`src/rtl/cq_pkg.sv`:
```
package cq_pkg;

  // per-slot state bits
  typedef struct packed {
    logic used;   // slot holds a job
    logic done;   // data mover finished the job
    logic ser;    // status record still owed
  } cq_flags_t;

endpackage

```
`src/rtl/cq_pick.sv`:
```
module cq_pick #(
  parameter int N = 8
) (
  input  logic                 clk,
  input  logic                 rst_n,
  input  logic [N-1:0]         req,
  output logic [N-1:0]         gnt,
  output logic [$clog2(N)-1:0] idx,
  output logic                 any
);

  localparam int IW = $clog2(N);

  logic [N:0] taken;

  assign taken[0] = 1'b0;

  for (genvar g = 0; g < N; g++) begin : g_pri
    assign gnt[g]     = req[g] & ~taken[g];
    assign taken[g+1] = taken[g] | req[g];
  end

  assign any = taken[N];

  always_comb begin
    idx = '0;
    for (int i = 0; i < N; i++) begin
      if (gnt[i]) idx = idx | IW'(i);
    end
  end

  // never more than one slot chosen
  p_one_grant_r5: assert property (@(posedge clk) disable iff (!rst_n)
    $onehot0(gnt));

  // something chosen whenever something asks
  p_grant_when_req_r5: assert property (@(posedge clk) disable iff (!rst_n)
    (|req) |-> (|gnt));

endmodule

```
`src/rtl/cq_store.sv`:
```
module cq_store
  import cq_pkg::*;
#(
  parameter int DEPTH = 8,
  parameter int TAGW  = 8,
  parameter int QIDW  = 3,
  parameter int AW    = 32
) (
  input  logic                        clk,
  input  logic                        rst_n,
  input  logic                        alloc_en,
  input  logic                        alloc_ser,
  input  logic [TAGW-1:0]             alloc_tag,
  input  logic [QIDW-1:0]             alloc_qid,
  input  logic [AW-1:0]               alloc_addr,
  input  logic                        done_valid,
  input  logic [TAGW-1:0]             done_tag,
  input  logic                        clr_en,
  input  logic [$clog2(DEPTH)-1:0]    clr_idx,
  output logic [DEPTH-1:0]            used_o,
  output logic [DEPTH-1:0]            done_o,
  output logic [DEPTH-1:0]            ser_o,
  output logic [DEPTH-1:0][TAGW-1:0]  tag_o,
  output logic [DEPTH-1:0][QIDW-1:0]  qid_o,
  output logic [DEPTH-1:0][AW-1:0]    addr_o,
  output logic [$clog2(DEPTH+1)-1:0]  cnt_o,
  output logic                        shift_o
);

  localparam int IW = $clog2(DEPTH);
  localparam int CW = $clog2(DEPTH + 1);

  cq_flags_t        flg_q [DEPTH];
  cq_flags_t        upd   [DEPTH];
  cq_flags_t        flg_d [DEPTH];
  logic [TAGW-1:0]  tag_q [DEPTH];
  logic [QIDW-1:0]  qid_q [DEPTH];
  logic [AW-1:0]    addr_q[DEPTH];
  logic [CW-1:0]    cnt_q, cnt_d;
  logic [IW-1:0]    wr_idx;
  logic             shift;

  // head leaves when finished and nothing is owed
  assign shift  = flg_q[0].used & flg_q[0].done & ~flg_q[0].ser;
  assign wr_idx = IW'(cnt_q - CW'(shift));
  assign cnt_d  = cnt_q - CW'(shift) + CW'(alloc_en);

  // completion marking and flag clear act on the pre-shift image,
  // so a clear aimed at slot k follows the job when it moves to k-1
  always_comb begin
    for (int i = 0; i < DEPTH; i++) begin
      upd[i] = flg_q[i];
      if (done_valid && flg_q[i].used && (tag_q[i] == done_tag)) upd[i].done = 1'b1;
      if (clr_en && (clr_idx == IW'(i))) upd[i].ser = 1'b0;
    end
  end

  for (genvar g = 0; g < DEPTH; g++) begin : g_slot
    cq_flags_t       above;
    logic [TAGW-1:0] tag_above;
    logic [QIDW-1:0] qid_above;
    logic [AW-1:0]   addr_above;
    logic            here;
    logic            we;
    logic [TAGW-1:0] tag_d;
    logic [QIDW-1:0] qid_d;
    logic [AW-1:0]   addr_d;

    if (g == DEPTH - 1) begin : g_top
      assign above      = '0;
      assign tag_above  = '0;
      assign qid_above  = '0;
      assign addr_above = '0;
    end else begin : g_mid
      assign above      = upd[g+1];
      assign tag_above  = tag_q[g+1];
      assign qid_above  = qid_q[g+1];
      assign addr_above = addr_q[g+1];
    end

    assign here = alloc_en && (wr_idx == IW'(g));
    assign we   = here | shift;

    always_comb begin
      if (here) begin
        flg_d[g] = '{used: 1'b1, done: 1'b0, ser: alloc_ser};
        tag_d    = alloc_tag;
        qid_d    = alloc_qid;
        addr_d   = alloc_addr;
      end else if (shift) begin
        flg_d[g] = above;
        tag_d    = tag_above;
        qid_d    = qid_above;
        addr_d   = addr_above;
      end else begin
        flg_d[g] = upd[g];
        tag_d    = tag_q[g];
        qid_d    = qid_q[g];
        addr_d   = addr_q[g];
      end
    end

    always_ff @(posedge clk or negedge rst_n) begin
      if (!rst_n) flg_q[g] <= '0;
      else        flg_q[g] <= flg_d[g];
    end

    always_ff @(posedge clk) begin
      if (we) begin
        tag_q[g]  <= tag_d;
        qid_q[g]  <= qid_d;
        addr_q[g] <= addr_d;
      end
    end

    assign used_o[g] = flg_q[g].used;
    assign done_o[g] = flg_q[g].done;
    assign ser_o[g]  = flg_q[g].ser;
    assign tag_o[g]  = tag_q[g];
    assign qid_o[g]  = qid_q[g];
    assign addr_o[g] = addr_q[g];
  end

  always_ff @(posedge clk or negedge rst_n) begin
    if (!rst_n) cnt_q <= '0;
    else        cnt_q <= cnt_d;
  end

  assign cnt_o   = cnt_q;
  assign shift_o = shift;

  // occupancy moves by at most one per cycle
  p_count_step_r2: assert property (@(posedge clk) disable iff (!rst_n)
    (32'(cnt_q) <= 32'($past(cnt_q)) + 1) && (32'(cnt_q) + 1 >= 32'($past(cnt_q))));

  // held slots stay packed at the head
  p_packed_r8: assert property (@(posedge clk) disable iff (!rst_n)
    (cnt_q == CW'($countones(used_o))));

endmodule

```
`src/rtl/cq_status_queue.sv`:
```
module cq_status_queue #(
  parameter int DEPTH = 8,
  parameter int TAGW  = 8,
  parameter int QIDW  = 3,
  parameter int AW    = 32
) (
  input  logic            clk,
  input  logic            rst_n,
  input  logic            alloc_valid,
  input  logic            alloc_ser,
  input  logic [TAGW-1:0] alloc_tag,
  input  logic [QIDW-1:0] alloc_qid,
  input  logic [AW-1:0]   alloc_addr,
  output logic            full,
  input  logic            done_valid,
  input  logic [TAGW-1:0] done_tag,
  output logic            st_valid,
  input  logic            st_ready,
  output logic [TAGW-1:0] st_tag,
  output logic [QIDW-1:0] st_qid,
  output logic [AW-1:0]   st_addr
);

  localparam int IW = $clog2(DEPTH);
  localparam int CW = $clog2(DEPTH + 1);

  logic [DEPTH-1:0]           used, done, ser, elig, gnt;
  logic [DEPTH-1:0][TAGW-1:0] tag_a;
  logic [DEPTH-1:0][QIDW-1:0] qid_a;
  logic [DEPTH-1:0][AW-1:0]   addr_a;
  logic [CW-1:0]              cnt;
  logic                       shift, alloc_en, send;
  logic [IW-1:0]              sel_idx;
  logic                       clr_pend_q, clr_pend_d;
  logic [IW-1:0]              clr_idx_q, clr_idx_d;

  assign full     = (cnt == CW'(DEPTH));
  assign alloc_en = alloc_valid & ~full;

  cq_store #(
    .DEPTH (DEPTH),
    .TAGW  (TAGW),
    .QIDW  (QIDW),
    .AW    (AW)
  ) u_store (
    .clk        (clk),
    .rst_n      (rst_n),
    .alloc_en   (alloc_en),
    .alloc_ser  (alloc_ser),
    .alloc_tag  (alloc_tag),
    .alloc_qid  (alloc_qid),
    .alloc_addr (alloc_addr),
    .done_valid (done_valid),
    .done_tag   (done_tag),
    .clr_en     (clr_pend_q),
    .clr_idx    (clr_idx_q),
    .used_o     (used),
    .done_o     (done),
    .ser_o      (ser),
    .tag_o      (tag_a),
    .qid_o      (qid_a),
    .addr_o     (addr_a),
    .cnt_o      (cnt),
    .shift_o    (shift)
  );

  // a slot whose clear is still in flight is masked from selection
  always_comb begin
    for (int i = 0; i < DEPTH; i++) begin
      elig[i] = used[i] & done[i] & ser[i] & ~(clr_pend_q && (clr_idx_q == IW'(i)));
    end
  end

  cq_pick #(.N(DEPTH)) u_pick (
    .clk   (clk),
    .rst_n (rst_n),
    .req   (elig),
    .gnt   (gnt),
    .idx   (sel_idx),
    .any   (st_valid)
  );

  assign st_tag  = tag_a[sel_idx];
  assign st_qid  = qid_a[sel_idx];
  assign st_addr = addr_a[sel_idx];
  assign send    = st_valid & st_ready;

  // the clear lands next cycle; if the head leaves now, aim one lower
  always_comb begin
    clr_pend_d = send;
    clr_idx_d  = clr_idx_q;
    if (send) clr_idx_d = shift ? (sel_idx - IW'(1)) : sel_idx;
  end

  always_ff @(posedge clk or negedge rst_n) begin
    if (!rst_n) begin
      clr_pend_q <= 1'b0;
      clr_idx_q  <= '0;
    end else begin
      clr_pend_q <= clr_pend_d;
      clr_idx_q  <= clr_idx_d;
    end
  end

  // nothing offered from an empty queue
  p_empty_quiet_r1: assert property (@(posedge clk) disable iff (!rst_n)
    (cnt == '0) |-> !st_valid);

  // a refused request cannot grow the queue
  p_no_grow_full_r3: assert property (@(posedge clk) disable iff (!rst_n)
    full |=> (cnt <= $past(cnt)));

  // an accepted record is not offered in the next cycle
  p_no_repeat_r7: assert property (@(posedge clk) disable iff (!rst_n)
    send |=> !(st_valid && (st_tag == $past(st_tag))));

  // a head that leaves is never the slot being sent
  p_send_not_head_r9: assert property (@(posedge clk) disable iff (!rst_n)
    (send && shift) |-> (sel_idx != '0));

endmodule

```
`config.mk`:
```
export PLATFORM = sky130hd
export DESIGN_NAME = cq_status_queue
export DESIGN_NICKNAME = d
export VERILOG_FILES = /design/src/rtl/cq_pkg.sv /design/src/rtl/cq_pick.sv /design/src/rtl/cq_store.sv /design/src/rtl/cq_status_queue.sv
export SDC_FILE = /design/constraint.sdc
export NUM_CORES = 1
export LEC_CHECK = 0
export ABC_AREA = 0
export BUFFER_PORTS_ARGS = -buffer_cell sky130_fd_sc_hd__buf_2
export CAP_MARGIN = 15
export CORE_MARGIN = 4
export CORE_UTILIZATION = 35
export CTS_CLUSTER_SIZE = 24
export DETAILED_ROUTE_END_ITERATION = 8
export GPL_ROUTABILITY_DRIVEN = 1
export SYNTH_ARGS = -nofsm -noshare
export SYNTH_HDL_FRONTEND = slang
export SYNTH_HIERARCHICAL = 1
export SYNTH_SLANG_ARGS = --single-unit
export TNS_END_PERCENT = 10
```
`constraint.sdc`:
```
create_clock -name clk -period 4.4 [get_ports clk]
set_input_delay 0.44 -clock clk [delete_from_list [all_inputs] [get_ports clk]]
set_output_delay 0.44 -clock clk [all_outputs]
set_load 0.02 [all_outputs]
```
# == Word level (Yosys, flattened, before mapping) ==
# Memory sizes are Yosys's and may differ from the RTL's.
# Index checks and enable logic that the tools add are counted.
# word_totals
regBits,32
wordCells,277
out_inout_bits,45
inputBits,57
memories,3
mem_bits_rw,344
# memory_table
memory,depth,width,rd,rd_ports_with_merged_regs,write_ports,line_no,text
u_store.addr_q,8,32,8,0,8,cq_store.sv:38,logic [AW-1:0] addr_q[DEPTH];
u_store.tag_q,8,8,8,0,8,cq_store.sv:36,logic [TAGW-1:0] tag_q [DEPTH];
u_store.qid_q,8,3,8,0,8,cq_store.sv:37,logic [QIDW-1:0] qid_q [DEPTH];
# op_classes
n_lt_le_gt_ge,1
n_addsub,3
muxes,110
n_reduce_logical,44
n_eq_ne,23
bitwise,66
# ops
op,count
two-way mux 32 bit,17
two-way mux 8 bit,17
two-way mux 3 bit,38
binary-select mux 32 bit (select 3 bit),1
== test 8 bit,8
AND 1 bit,34
two-way mux 1 bit,33
logical AND 1 bit,32
binary-select mux 8 bit (select 3 bit),1
"== test 3 bit, second input constant",8
NOT 1 bit,17
nonzero test 2 bit,8
bitwise OR 1 bit,15
"== test 3 x 2 -> 1 bit, second input constant",4
binary-select mux 3 bit (select 3 bit),1
"== test 3 x 1 -> 1 bit, second input constant",2
zero test 3 bit,2
nonzero test 3 bit,2
adder 4 x 1 -> 4 bit,1
"== test 4 bit, second input constant",1
"less-than comparator 3 x 4 -> 1 bit, second input constant",1
two-way mux 2 bit,2
subtractor 4 x 1 -> 4 bit,1
"subtractor 3 x 1 -> 3 bit, second input constant",1

# == Depth between registers and ports, before layout ==
# Gate-level depths: netlist (run 1).
# depth
word_depth,15
ltp_mapped,12
depth_no_buf,9

# == Cells and area by module ==
# Netlist (run 1), hierarchy kept.
# by_module_without_submodules
module,area_per_inst_um2,seq_area_each_um2,instances,cells_per_inst
cq_store,16932.5,11030.6,1,989
cq_status_queue,2917.8,100.1,1,194
cq_pick,146.4,0.0,1,24

# == Least setup slack after synthesis (run 1) ==
# No wires, ideal clock.
# synth_timing
kind,reg2reg
start,"register u_store.cnt_q[3], in the netlist u_store/cnt_o[3]"
end,"memory u_store.addr_q[5][0], in the netlist u_store/addr_q[1][32] (enable)"
synth_period_minus_slack_ns,4.521
path_slack_ns,-0.121
path_buffers,0
path_stages_with_launch,5
t_required_ns,3.897
setup_ns,0.503
t_arrival_ns,4.018
path_cell_list,dfrtp_1 -> nor4b_1 -> nor2b_1 -> nand2_1 -> o21ai_0
# synth_rtl
element,line_no,text
from (decl),cq_store.sv:39,"logic [CW-1:0] cnt_q, cnt_d;"
from (signal assigned),cq_store.sv:126,else cnt_q <= cnt_d;
to (decl),cq_store.sv:38,

# == Final worst setup path (run 1) ==
# layout_timing
start,register clr_pend_q
end,output st_addr[30]
# layout_via
elab_cells_between_ends,53
cone_classes,mux: 9; bitwise: 36; reduce/logical: 8
# layout_rtl
element,line_no,text
from (decl),cq_status_queue.sv:34,"logic clr_pend_q, clr_pend_d;"
from (signal assigned),cq_status_queue.sv:100,clr_pend_q <= clr_pend_d;
logical AND 1 bit (*),cq_status_queue.sv:70,elig[i] = used[i] & done[i] & ser[i] & ~(clr_pend_q && (clr_idx_q == IW'(i)));
NOT 1 bit (*),cq_status_queue.sv:70,
AND 1 bit (*),cq_status_queue.sv:70,
named net elig[3],cq_status_queue.sv:27,"logic [DEPTH-1:0] used, done, ser, elig, gnt;"
bitwise OR 1 bit (2 in a row),cq_pick.sv:20,assign taken[g+1] = taken[g] | req[g];
NOT 1 bit or bitwise OR 1 bit (tied branches),"cq_pick.sv:19, cq_pick.sv:20",
AND 1 bit or bitwise OR 1 bit (tied branches),"cq_pick.sv:19, cq_pick.sv:20",
two-way mux 3 bit or NOT 1 bit (tied branches),"cq_pick.sv:28, cq_pick.sv:19",
two-way mux 3 bit or AND 1 bit (tied branches),"cq_pick.sv:28, cq_pick.sv:19",
two-way mux 3 bit (*),cq_pick.sv:28,if (gnt[i]) idx = idx | IW'(i);
named net sel_idx[0],cq_status_queue.sv:33,logic [IW-1:0] sel_idx;
binary-select mux 32 bit (select 3 bit) (*),cq_status_queue.sv:85,assign st_addr = addr_a[sel_idx];
two-way mux 32 bit (implied by the code) (*),cq_status_queue.sv:85,
to (decl),cq_status_queue.sv:21,output logic [AW-1:0] st_addr
# The timed path passes the listed nets; every way through them passes the cells marked *. The select of a mux whose other input is x is not followed.

==> results of run 1 <==
## report_power, final
part	switching [uW]	total [uW]	internal [uW]
Sequential	480	5440	4960
Combinational	3470	6530	3060
Clock	1450	3490	2040
Total	5400	15500	10100
## what timing repair did
item,in CTS,in global routing
buffers inserted,0,7
hold endpoints to repair,32,0
endpoints found under the setup margin,0,5
hold buffers,1,0
## flip-flops by register name, summed over array words and instances, names as in the netlist
name / flops
u_store/ser_o: 8
u_store/addr_q: 256
u_store/used_o: 8
u_store/qid_q: 24
u_store/tag_q: 64
clr_pend_q: 1
clr_idx_q: 3
u_store/done_o: 8
u_store/cnt_o: 4
## metrics by stage
stage	instances	instance area (um2)	setup slack, ps	util, %
final	2100	22740	296.7	40.34
after detailed placement	2013	21330	437.0	37.83
after CTS	2091	22690	167.9	40.23
after floorplan	1199	19940	1042	-
after global placement	2013	21330	428.5	37.83
after global routing	2098	22740	67.75	40.33
## worst min-delay path by stage
stage                               start                          to  slack [ps]  depth (start not counted)
2_1_floorplan                       rst_n    clr_idx_q[0]$_DFFE_PN0P_         140                          0
3_3_place_gp   u_store/cnt_o[3]$_DFF_PN0_  u_store/cnt_o[3]$_DFF_PN0_         450                          1
3_5_place_dp   u_store/cnt_o[3]$_DFF_PN0_  u_store/cnt_o[3]$_DFF_PN0_         460                          1
4_1_cts                          st_ready    clr_idx_q[0]$_DFFE_PN0P_         170                          3
5_1_grt                          st_ready    clr_idx_q[0]$_DFFE_PN0P_         230                          3
6_report                         st_ready    clr_idx_q[0]$_DFFE_PN0P_         210                          3
## layer usage
| metal | vias up | track usage [%] |
|---|---|---|
| met3 | 90 | 2.798 |
| met4 | 6 | 4.739 |
| li1 | 4953 | - |
| met1 | 6016 | 24.54 |
| met2 | 328 | 27.81 |
| met5 | - | 0 |
## layout make-up
class	count	area, um2
fillers	5231	33640
flip-flops and latches	376	11130
multi-input cells	736	8325
clock buffers	56	1167
repair buffers	145	963.4
well taps	756	945.9
clock inverters	21	176.4
inverters	8	30.03
diodes	2	5.005
## worst reg2reg max path, stage by stage (launching register included)
cell     delay (ps)
dfrtp_1         550
nor4b_1         850
nor2b_1         250
nand2_1         400
or3_4           440
buf_4           670
mux2_2          430
==> key figures, run 1 <==
Status
  • Outcome: completed

Power and ir drop
  • Peak supply drop: ~0.00042 V
  • Pwr Total: ~15000 uW
  • Leak: between 0.008 and 0.009 uW
  • Power Dens Cells: slightly below 700 mW/mm2

Route
  • Via density: around 5.4
  • Wire length on met3: 2.659 mm
  • Drt total wl: roughly 53 mm
  • Starting DRT DRC Count: 897
  • DRC: 0
  • DR WL/cell: 25.35 um
  • Via count: between 10k and 15k
  • M1 wire length: 24.07 mm
  • Met2 Routed Length: approximately 25 mm
  • Drt first pass iters: 6
  • Top sig layer: met5
  • Routed Antenna Nets: 0

Place
  • Post-DP HPWL: about 32 mm
  • Port bufs: ~100
  • Gpl congestion: approximately 0.86

Setup path
  • CP arrival: roughly 3700 ps
  • Worst path slowest cell: mux4_2
  • Startpoint Class: register
  • Critical path capture point: st_addr[30]
  • Reg2Reg Setup Slack: 560 ps
  • Cell family with most CP delay: compound AO/OA/AOI/OAI gates
  • Reg2reg path depth: 6
  • WP depth: 9
  • Crit path launch: clr_pend_q$_DFF_PN0_
  • Worst Setup End Kind: primary output
  • Worst r2r dst: u_store/addr_q[1][65]$_DFFE_PP_
  • Worst-path fanout max: 28
  • CP Class: reg -> out
  • Critical Path RT: between 3000 and 4000 ps
  • Worst path cell trace: nor2b_1, a31oi_1, inv_1, a211oi_1, a21o_4, buf_12, mux4_2, mux2_2, buf_2
  • RR Startpoint: u_store/cnt_o[0]$_DFF_PN0_
  • Buffer and inverter count on the worst path: 3
  • Slowest cell delay on critical path: ~530 ps

Floorplan
  • Die H: approximately 250 um
  • Core area: ~0.056 mm2
  • Site Rows: between 80 and 90
  • Die Area: roughly 0.061 mm2
  • Starting Density: a little over a third
  • Die width: about 250 um
  • I/O pin count: ~100

STA
  • Max-slew violations: 0
  • Tmin final: about 4000 ps
  • WHS: around 210 ps
  • Tcrit/Tclk final: between 90% and 100%
  • Final Hold Vio Count: 0
  • Worst clock skew: around 13 ps
  • # setup viols final: 0
  • Rel. slew slack: approximately a third
  • Peak Freq: about 240 MHz
  • Unrepaired setup endpoints after global routing: no
  • Setup_tns: 0 ps
  • Measured slew at the worst slew-check pin: around 990 ps

Clock tree
  • Clock Latency Late Sink: ~570 ps
  • Clk sinks: roughly 380
  • Clk slew on worst S/H paths: ~60 ps
  • CTS Buf Count: between 40 and 50
  • Clock root buffer: clkbuf_16
  • Clock H-tree levels: 2
  • Resized Gates After CTS: 0
  • TritonCTS clock tree: built
  • Clock buffer depth: 3

Finish
  • Share of layout cells above drive strength 1: around half
  • # nets final: roughly 1.4k
  • Synthesis-to-layout area growth: 14.05%
  • Most common cell after layout, fill and taps aside: edfxtp_1
  • Most frequent cells in the layout: edfxtp_1, mux2_2, buf_2

Synth
  • Netlist Area Pre-Place: approximately 0.02 mm2
  • Syn Area/Cell: 16.63 um2
  • Syn Nets: ~1.3k
  • Cells after Synth: approximately 1.2k
  • YS warnings: 6

Global route
  • Number of global-route vias before repair: roughly 12k
  • Total grt overflow: 0
  • Initial antenna violation count: 6
  • First-pass GRT wire length: between 70 and 80 mm
  • Gr usage total: between 15 and 20%
  • Largest net degree at the start of global routing: 55

Worst hold path
  • Path type of the worst min-delay path: in -> reg

Run
  • Maximum capacitance violations: 0
Power figures use the tool's default switching activity.
==> inputs of run 2 (changes only) <==
CELL_PAD_IN_SITES_DETAIL_PLACEMENT = 1   (was not set)
CELL_PAD_IN_SITES_GLOBAL_PLACEMENT = 1   (was not set)
CORE_UTILIZATION = 48   (was 35)
PLACE_DENSITY_LB_ADDON = 0.1   (was not set)
==> run 2 against run 1 <==
  * Core utilization is 14 points higher
  * Cell area down 1.5%
  * Sequential share of layout area grew 0.74 points
  * Critical endpoint is now st_addr[14]
  * Highest routed layer unchanged
  * Largest power group unchanged
==> key figures, run 2 (synthesis results as in run 1) <==
Global route
  • Number of global-route vias before repair: 12.25k (was 11.84k)
  • Largest net degree at the start of global routing: 57 (was 55)
  • Gr usage total: 24.38% (was 17.33%)
  • First-pass GRT wire length: 81.97 mm (was 79.24 mm)
  • Total grt overflow: 0 (unchanged)
  • Initial antenna violation count: 5 (was 6)

Route
  • DRC: 0 (unchanged)
  • Via count: 11.45k (was 11.39k)
  • DR WL/cell: 29.23 um (was 25.35 um)
  • Routed Antenna Nets: 0 (unchanged)
  • Starting DRT DRC Count: 901 (was 897)
  • Drt total wl: 54.48 mm (was 53.24 mm)
  • Via density: 6.142 (was 5.425)
  • Drt first pass iters: 5 (was 6)

STA
  • Peak Freq: 240.6 MHz (was 243.7 MHz)
  • Measured slew at the worst slew-check pin: 948.1 ps (was 991.2 ps)
  • Setup WS post-layout: 244.3 ps (was 296.7 ps)
  • Final Hold Vio Count: 0 (unchanged)
  • Worst clock skew: 12.73 ps (was 13.10 ps)
  • Rel. slew slack: 36.79% (was 33.67%)
  • Tcrit/Tclk final: 94.45% (was 93.26%)
  • Setup_tns: 0 ps (unchanged)
  • Unrepaired setup endpoints after global routing: no (unchanged)
  • Tmin final: 4156 ps (was 4103 ps)
  • Max-slew violations: 0 (unchanged)
  • # setup viols final: 0 (unchanged)

Setup path
  • Worst r2r dst: u_store/addr_q[1][80]$_DFFE_PP_ (was u_store/addr_q[1][65]$_DFFE_PP_)
  • Startpoint Class: register (unchanged)
  • Worst-path fanout max: 56 (was 28)
  • Reg2Reg Setup Slack: 1070 ps (was 560 ps)
  • Worst Setup End Kind: primary output (unchanged)
  • CP Class: reg -> out (unchanged)
  • RR Startpoint: u_store/cnt_o[1]$_DFF_PN0_ (was u_store/cnt_o[0]$_DFF_PN0_)
  • Critical Path RT: 3960 ps (about the same)
  • CP arrival: 3720 ps (was 3660 ps)
  • Reg2reg path depth: 7 (was 6)

Place
  • Post-place setup slack: 853.3 ps (was 437.0 ps)
  • Post-DP Area: 0.02106 mm2 (was 0.02133 mm2)
  • Post-DP HPWL: 32.11 mm (was 31.73 mm)
  • Port bufs: 101 (unchanged)
  • Gpl congestion: 0.8048 (was 0.8573)

Floorplan
  • I/O pin count: 102 (unchanged)
  • Die Area: 0.04487 mm2 (was 0.06086 mm2)
  • Site Rows: 74 (was 87)
  • Core area: 0.04092 mm2 (was 0.05639 mm2)
  • Die width: 211.8 um (was 246.7 um)
  • Die H: 211.8 um (was 246.7 um)
  • Starting Density: 48.73% (was 35.37%)

Power and ir drop
  • Power Dens Cells: 689.6 mW/mm2 (was 679.8 mW/mm2)
  • Leak: 0.007986 uW (was 0.008024 uW)
  • Peak supply drop: 0.0004298 V (was 0.0004232 V)

Clock tree
  • Clock Latency Late Sink: 570 ps (about the same)
  • Clock H-tree levels: 2 (unchanged)
  • TritonCTS clock tree: built (unchanged)
  • Resized Gates After CTS: 0 (unchanged)
  • Clock buffer depth: 3 (unchanged)
  • Clk slew on worst S/H paths: 60 ps (about the same)
  • Clk sinks: 376 (unchanged)
  • Clock root buffer: clkbuf_16 (unchanged)
  • CTS Buf Count: 43 (was 44)

Finish
  • Max reg flops: 256 (unchanged)
  • Synthesis-to-layout area growth: 12.36% (was 14.05%)
  • Fill count: 3774 (was 5231)
  • Finished Cell Area: 0.02241 mm2 (was 0.02274 mm2)
  • Util after Layout: 54.75% (was 40.34%)
  • Share of layout cells above drive strength 1: 48.65% (was 48.88%)
  • N_diodes: 0 (was 2)
  • # nets final: 1360 (was 1369)
  • Most frequent cells in the layout: edfxtp_1, mux2_2, buf_2 (unchanged)
  • Most common cell after layout, fill and taps aside: edfxtp_1 (unchanged)
  • Top flop regs: u_store/addr_q: 256 flops, u_store/tag_q: 64 flops, u_store/qid_q: 24 flops (unchanged)
  • Most flops, register: u_store/addr_q (unchanged)

Worst hold path
  • Hold Path Depth: 3 (unchanged)
  • Hold endpoint: clr_idx_q[0]$_DFFE_PN0P_ (unchanged)
  • Worst hold start: st_ready (unchanged)
  • Path type of the worst min-delay path: in -> reg (unchanged)

Status
  • Outcome: completed (unchanged)

Run
  • Maximum capacitance violations: 0 (unchanged)
-- run 2: stage by stage --
step,total power [uW],std cells,hold WS [ps]
after detailed placement,12040,1788,460.7
after floorplan,10060,1199,144.4
after global routing,16160,1864,232.7
after global placement,11910,1788,457.2
after CTS,15610,1864,168.1
final,15450,1864,209.6
-- run 2: what timing repair did --
action | 4_1_cts | 5_1_grt
hold buffers | 1 | 0
endpoints found under the hold margin | 32 | 0
setup buffers | 0 | 0
-- run 2: where the power goes --
part	total, uW	internal [uW]	switching, uW
sequential	5460	4960	503
clock	3530	2050	1480
combinational	6460	3000	3460
-- run 2: area by class of cell --
cell class              count  area (um2)  area share, %
well taps                 532       665.6          2.971
flip-flops and latches    376       11130          49.68
clock buffers              55        1131          5.048
clock inverters            20       207.7         0.9270
inverters                   8       30.03         0.1340
multi-input cells         736        8325          37.16
repair buffers            137       915.9          4.088
-- run 2: critical path: stages (launching register included) --
cell and delay, ps:
dfrtp_1 480, nor2b_1 220, a31oi_1 370, inv_1 80, a211oi_1 280, a21o_4 200
buf_12 360, mux4_2 570, mux2_2 300, buf_2 170
-- run 2: how the worst max path moves through the flow --
stage	slack (ps)	endpoint	startpoint
after CTS	220	st_addr[30]	clr_idx_q[2]$_DFFE_PN0P_
after global routing	70	st_addr[22]	clr_idx_q[2]$_DFFE_PN0P_
final	240	st_addr[14]	clr_pend_q$_DFF_PN0_
after global placement	940	st_addr[30]	clr_idx_q[2]$_DFFE_PN0P_
after floorplan	1040	u_store/addr_q[1][32]$_DFFE_PP_	u_store/cnt_o[3]$_DFF_PN0_
after detailed placement	850	st_addr[30]	clr_idx_q[2]$_DFFE_PN0P_
-- run 2: layer usage --
metal,global-route usage (%),vias up,wire [um]
met5,0,-,34
li1,-,4928,-
met3,3.749,59,2408
met1,35.11,6205,24640
met2,40.39,251,26640
met4,4.020,6,757
